<file path="src/rtl/gpio_irq_pkg.sv">
`timescale 1ns/1ps
package gpio_irq_pkg;

    localparam int AW = 6;

    typedef enum logic [2:0] {
        C_EN   = 3'd0,
        C_TYP  = 3'd1,
        C_LVL  = 3'd2,
        C_HOLD = 3'd3,
        C_FEN  = 3'd4,
        C_REN  = 3'd5
    } ctl_e;

    localparam int NCTL = 6;

    typedef struct packed {
        logic hit;
        logic stat;
        logic hi;
        ctl_e sel;
    } dec_t;

    typedef struct packed {
        logic edge_mode;
        logic act_high;
        logic fall_en;
        logic rise_en;
    } pin_cfg_t;

    // Map a byte offset to a register; bit 1 picks the high half.
    function automatic dec_t decode_addr(input logic [AW-1:0] a);
        dec_t d;
        d.hit  = 1'b1;
        d.stat = 1'b0;
        d.hi   = a[1];
        d.sel  = C_EN;
        case (a)
            6'h08, 6'h0A: d.stat = 1'b1;
            6'h0C, 6'h0E: d.sel  = C_EN;
            6'h10, 6'h12: d.sel  = C_TYP;
            6'h14, 6'h16: d.sel  = C_LVL;
            6'h18, 6'h1A: d.sel  = C_HOLD;
            6'h20, 6'h22: d.sel  = C_FEN;
            6'h24, 6'h26: d.sel  = C_REN;
            default:      d.hit  = 1'b0;
        endcase
        return d;
    endfunction

endpackage

</file>
<file path="src/rtl/gi_sync.sv">
`timescale 1ns/1ps
module gi_sync #(
    parameter int W = 32
) (
    input  logic         clk,
    input  logic         rst,
    input  logic [W-1:0] async_i,
    output logic [W-1:0] sync_o
);
    logic [W-1:0] meta_q;

    always_ff @(posedge clk) begin
        if (rst) begin
            meta_q <= '0;
            sync_o <= '0;
        end else begin
            meta_q <= async_i;
            sync_o <= meta_q;
        end
    end
endmodule

</file>
<file path="src/rtl/gi_detect.sv">
`timescale 1ns/1ps
module gi_detect
    import gpio_irq_pkg::*;
#(
    parameter int W = 32
) (
    input  logic         clk,
    input  logic         rst,
    input  logic [W-1:0] pin_s,
    input  logic [W-1:0] typ,
    input  logic [W-1:0] lvl,
    input  logic [W-1:0] fen,
    input  logic [W-1:0] ren,
    output logic [W-1:0] ev
);
    logic [W-1:0] prev_q;

    always_ff @(posedge clk) begin
        if (rst) prev_q <= '0;
        else     prev_q <= pin_s;
    end

    for (genvar i = 0; i < W; i++) begin : g_pin
        pin_cfg_t cfg;
        logic     rose, fell, edge_hit, lvl_hit;

        assign cfg      = '{edge_mode: typ[i], act_high: lvl[i],
                            fall_en: fen[i], rise_en: ren[i]};
        assign rose     = pin_s[i] & ~prev_q[i];
        assign fell     = ~pin_s[i] & prev_q[i];
        assign edge_hit = (cfg.rise_en & rose) | (cfg.fall_en & fell);
        assign lvl_hit  = cfg.act_high ? pin_s[i] : ~pin_s[i];
        assign ev[i]    = cfg.edge_mode ? edge_hit : lvl_hit;
    end
endmodule

</file>
<file path="src/rtl/gi_regs.sv">
`timescale 1ns/1ps
module gi_regs
    import gpio_irq_pkg::*;
#(
    parameter int DW = 16,
    localparam int PINS = 2 * DW
) (
    input  logic            clk,
    input  logic            rst,
    input  logic            bus_valid,
    input  logic            bus_write,
    input  logic [AW-1:0]   bus_addr,
    input  logic [DW-1:0]   bus_wdata,
    input  logic [PINS-1:0] ev_vec,
    output logic [DW-1:0]   bus_rdata,
    output logic [PINS-1:0] en_q,
    output logic [PINS-1:0] typ_q,
    output logic [PINS-1:0] lvl_q,
    output logic [PINS-1:0] hold_q,
    output logic [PINS-1:0] fen_q,
    output logic [PINS-1:0] ren_q,
    output logic [PINS-1:0] stat_q,
    output logic [PINS-1:0] clr_vec
);
    logic [PINS-1:0] ctl_q [NCTL];
    dec_t            dec;
    logic            wr, rd;
    logic [PINS-1:0] rsrc;

    assign dec = decode_addr(bus_addr);
    assign wr  = bus_valid & bus_write & dec.hit;
    assign rd  = bus_valid & ~bus_write;

    always_ff @(posedge clk) begin
        if (rst) begin
            for (int k = 0; k < NCTL; k++) ctl_q[k] <= '0;
        end else if (wr && !dec.stat) begin
            if (dec.hi) ctl_q[dec.sel][PINS-1:DW] <= bus_wdata;
            else        ctl_q[dec.sel][DW-1:0]    <= bus_wdata;
        end
    end

    assign en_q   = ctl_q[C_EN];
    assign typ_q  = ctl_q[C_TYP];
    assign lvl_q  = ctl_q[C_LVL];
    assign hold_q = ctl_q[C_HOLD];
    assign fen_q  = ctl_q[C_FEN];
    assign ren_q  = ctl_q[C_REN];

    always_comb begin
        clr_vec = '0;
        if (wr && dec.stat) begin
            if (dec.hi) clr_vec[PINS-1:DW] = bus_wdata;
            else        clr_vec[DW-1:0]    = bus_wdata;
        end
    end

    // Held bits survive unless cleared; a fresh event always lands.
    always_ff @(posedge clk) begin
        if (rst) stat_q <= '0;
        else     stat_q <= (hold_q & stat_q & ~clr_vec) | ev_vec;
    end

    always_comb begin
        rsrc = '0;
        if (dec.stat)      rsrc = stat_q;
        else if (dec.hit)  rsrc = ctl_q[dec.sel];
    end

    always_ff @(posedge clk) begin
        if (rst)     bus_rdata <= '0;
        else if (rd) bus_rdata <= dec.hi ? rsrc[PINS-1:DW] : rsrc[DW-1:0];
    end
endmodule

</file>
<file path="src/rtl/gi_prio.sv">
`timescale 1ns/1ps
module gi_prio #(
    parameter int DW = 16,
    localparam int PINS = 2 * DW,
    localparam int IW = $clog2(DW),
    localparam int PW = $clog2(PINS)
) (
    input  logic [PINS-1:0] req,
    output logic            valid,
    output logic [PW-1:0]   pin
);
    function automatic logic [IW-1:0] first_one(input logic [DW-1:0] v);
        logic [IW-1:0] r;
        r = '0;
        for (int i = DW - 1; i >= 0; i--)
            if (v[i]) r = IW'(i);
        return r;
    endfunction

    logic [1:0]    any;
    logic [IW-1:0] idx [2];

    for (genvar h = 0; h < 2; h++) begin : g_half
        assign any[h] = |req[h*DW +: DW];
        assign idx[h] = first_one(req[h*DW +: DW]);
    end

    assign valid = |any;
    assign pin   = any[0] ? PW'(idx[0]) : PW'(idx[1]) + PW'(DW);
endmodule

</file>
<file path="src/rtl/pin_event_irq.sv">
`timescale 1ns/1ps
module pin_event_irq
    import gpio_irq_pkg::*;
#(
    parameter int DW = 16,
    localparam int PINS = 2 * DW,
    localparam int PW = $clog2(PINS)
) (
    input  logic            clk,
    input  logic            rst,
    input  logic [PINS-1:0] pin_i,
    input  logic            bus_valid,
    input  logic            bus_write,
    input  logic [AW-1:0]   bus_addr,
    input  logic [DW-1:0]   bus_wdata,
    output logic [DW-1:0]   bus_rdata,
    output logic            irq_o,
    output logic            pend_valid_o,
    output logic [PW-1:0]   pend_pin_o
);
    logic [PINS-1:0] pin_s, ev_vec, clr_vec;
    logic [PINS-1:0] en_q, typ_q, lvl_q, hold_q, fen_q, ren_q, stat_q;
    logic [PINS-1:0] req;

    gi_sync #(.W(PINS)) u_sync (
        .clk(clk), .rst(rst), .async_i(pin_i), .sync_o(pin_s)
    );

    gi_detect #(.W(PINS)) u_det (
        .clk(clk), .rst(rst), .pin_s(pin_s), .typ(typ_q), .lvl(lvl_q),
        .fen(fen_q), .ren(ren_q), .ev(ev_vec)
    );

    gi_regs #(.DW(DW)) u_regs (
        .clk(clk), .rst(rst), .bus_valid(bus_valid), .bus_write(bus_write),
        .bus_addr(bus_addr), .bus_wdata(bus_wdata), .ev_vec(ev_vec),
        .bus_rdata(bus_rdata), .en_q(en_q), .typ_q(typ_q), .lvl_q(lvl_q),
        .hold_q(hold_q), .fen_q(fen_q), .ren_q(ren_q), .stat_q(stat_q),
        .clr_vec(clr_vec)
    );

    assign req   = stat_q & en_q;
    assign irq_o = |req;

    gi_prio #(.DW(DW)) u_prio (
        .req(req), .valid(pend_valid_o), .pin(pend_pin_o)
    );
endmodule

</file>
<file path="config.mk">
export PLATFORM = sky130hd
export DESIGN_NAME = pin_event_irq
export DESIGN_NICKNAME = d
export VERILOG_FILES = /design/src/rtl/gpio_irq_pkg.sv /design/src/rtl/gi_sync.sv /design/src/rtl/gi_detect.sv /design/src/rtl/gi_regs.sv /design/src/rtl/gi_prio.sv /design/src/rtl/pin_event_irq.sv
export SDC_FILE = /design/constraint.sdc
export NUM_CORES = 1
export LEC_CHECK = 0
export BUFFER_PORTS_ARGS = -buffer_cell sky130_fd_sc_hd__buf_2
export CAP_MARGIN = 20
export CORE_AREA = 2 2 187 189
export DETAILED_ROUTE_END_ITERATION = 6
export DIE_AREA = 0 0 189 191
export PLACE_DENSITY = 0.66
export SYNTH_ARGS = -nofsm -noshare
export SYNTH_HDL_FRONTEND = slang
export SYNTH_HIERARCHICAL = 1
export SYNTH_SLANG_ARGS = --single-unit
</file>
<file path="constraint.sdc">
create_clock -name clk -period 9.4 [get_ports clk]
set_input_delay 2.82 -clock clk [delete_from_list [all_inputs] [get_ports clk]]
set_output_delay 2.82 -clock clk [all_outputs]
set_load 0.005 [all_outputs]
</file>
==> results.ini <==
[critical_path]
path_class=in2reg
critPathSlowestCell=nand2_1
max_stage_delay_ns=0.75
crit_required_ns=9.56
crit_path_start_kind=input port
cp.arrival_ns=6.20
endpoint_kind=flip-flop
critPathMaxFanout=27
crit_chain=buf_2 > nand2b_1 > a21oi_1 > o2111a_1 > and2_1 > nand3_2 > nand2_1

[drt]
routed-via-count=13000
viasPerCell=6.10
drcViolationCount=0
drt_iter0_markers=1573
drtPass1Iterations=6
drt_wl_total_um=53100
antenna_left=0
routedWlPerCell_um=25.0

[place]
place_congestion=0.972
dp.cells=2051
dp_hpwl_um=37400
post-place-ws_ns=2.94
dpl-instance-area_um2=17400
portBuffers=80

[clock_tree]
clk_latency_ns=0.54
cts_buffers=40
clock_path_buffers=3
cts_tree=built
cts_resized=0
cts-root-buf=clkbuf_16
htreeDepth=2
numClockSinks=368
cts_setup_buffers=0
ctsHoldBuffers=0
path_clk_slew_ns=0.06

[power_and_ir_drop]
finalPower_mw=3.82
p_per_area_nw_per_um2=203
clock_power_share_pct=43.4
leakage_nw=6.71
ir_drop_mv=0.191
power.internal_mw=2.92
switchingPower_mw=0.900
swShare_pct=23.6
p_comb_share_pct=7.8
seqPwrFrac_pct=48.8

[cells_and_area]
layout-drive-gt1-share_pct=16.1
design_area_um2=18900
final_cell_mix=edfxtp_1 (224), nor2_1 (211), nand2_1 (194), dfxtp_1 (144), buf_2 (79)
post-route-util_pct=55.3
nets=1698
area_delta_synth_final_pct=13.3
final_common_cell=edfxtp_1
finalNonFillerCells=2126
antenna_cells=0

[global_routing]
grt_pass1_vias=12200
gr-total-overflow=0
grt_max_degree=63
antenna_found_initial=0
grt.total_usage_pct=29.3
grt_pass1_wl_um=77300

[sta]
skew_ns=0.0172
maxSlewViolCount=0
layout_min_cycle_time_ns=6.04
layout_setup_ws_ns=3.36
max_slew_margin_pct=24.9
worst_pin_slew_ns=1.13
period_share_pct=64.3
fmax_ghz=0.165
fin_hold_ws_ns=0.432
final_hold_viol_count=0
finalSetupViolCount=0
fin_setup_tns_ns=0
rsz0062_at_grt=false

[floorplan]
core_um2=34100
io_pins=81
dieWidth_um=189
die_y_um=191
initial_core_util_pct=48.8
rows=68
dieArea_um2=36100

[synthesis]
syn_area_um2=16600
yosysWarnings=6
synthCells=1564
synth_area_per_cell_um2=10.6

[hold_path]
worstHoldPathType=reg2reg

[job]
cap_violations=0

[status]
status=complete, no violations

## power by group through the flow
stage          registers [mW]  clock network, mW  logic (mW)
6_report                 1.86               1.66       0.299
4_1_cts                  1.86               1.68       0.292
5_1_grt                  1.87               1.74       0.319
3_5_place_dp             1.89                  0       0.290
2_1_floorplan            1.86                  0       0.198
3_3_place_gp             1.89                  0       0.287
## state kept, by name, indices dropped and copies added, names as in the netlist
| name | count |
|---|---|
| u_regs/ctl_q | 224 |
| u_det/prev_q | 32 |
| u_sync/sync_o | 32 |
| u_regs/bus_rdata | 16 |
| u_sync/meta_q | 32 |
| u_regs/stat_q | 32 |
## worst paths after layout
check | start | end | cells after the start | slack [ns]
max | bus_addr[4] | u_regs/ctl_q[4][3] | 7 | 3.36
min reg2reg | u_sync/meta_q[30] | u_sync/sync_o[30] | 1 | 0.43
min | u_sync/meta_q[30] | u_sync/sync_o[30] | 1 | 0.43
max reg2reg | u_regs/ctl_q[2][0] | u_regs/bus_rdata[0] | 5 | 7.14
## layer usage
metal	part of all wire (%)	vias up	wire, um	global-route usage (%)
met5	0	-	0	0
met4	6.5	0	3450	18.1
met3	8.6	175	4580	3.67
met2	46	781	24600	47.5
met1	39	6243	20600	37.5
li1	-	5764	-	-
## critical path: cells and delay by family
kind / cells / cell delay (ns)
simple gates: 4 / 2.00
compound gates: 2 / 0.93
buf+inv: 1 / 0.41
## area by class of cell
cell class	instances	area, um^2
Clock buffer	59	1220
Clock inverter	14	193
Fill cell	2955	15300
Inverter	28	105
Multi-Input combinational cell	1105	6600
Sequential cell	368	9610
Tap cell	455	569
Timing Repair Buffer	97	553
No activity file was read; power rests on OpenSTA's default activity.
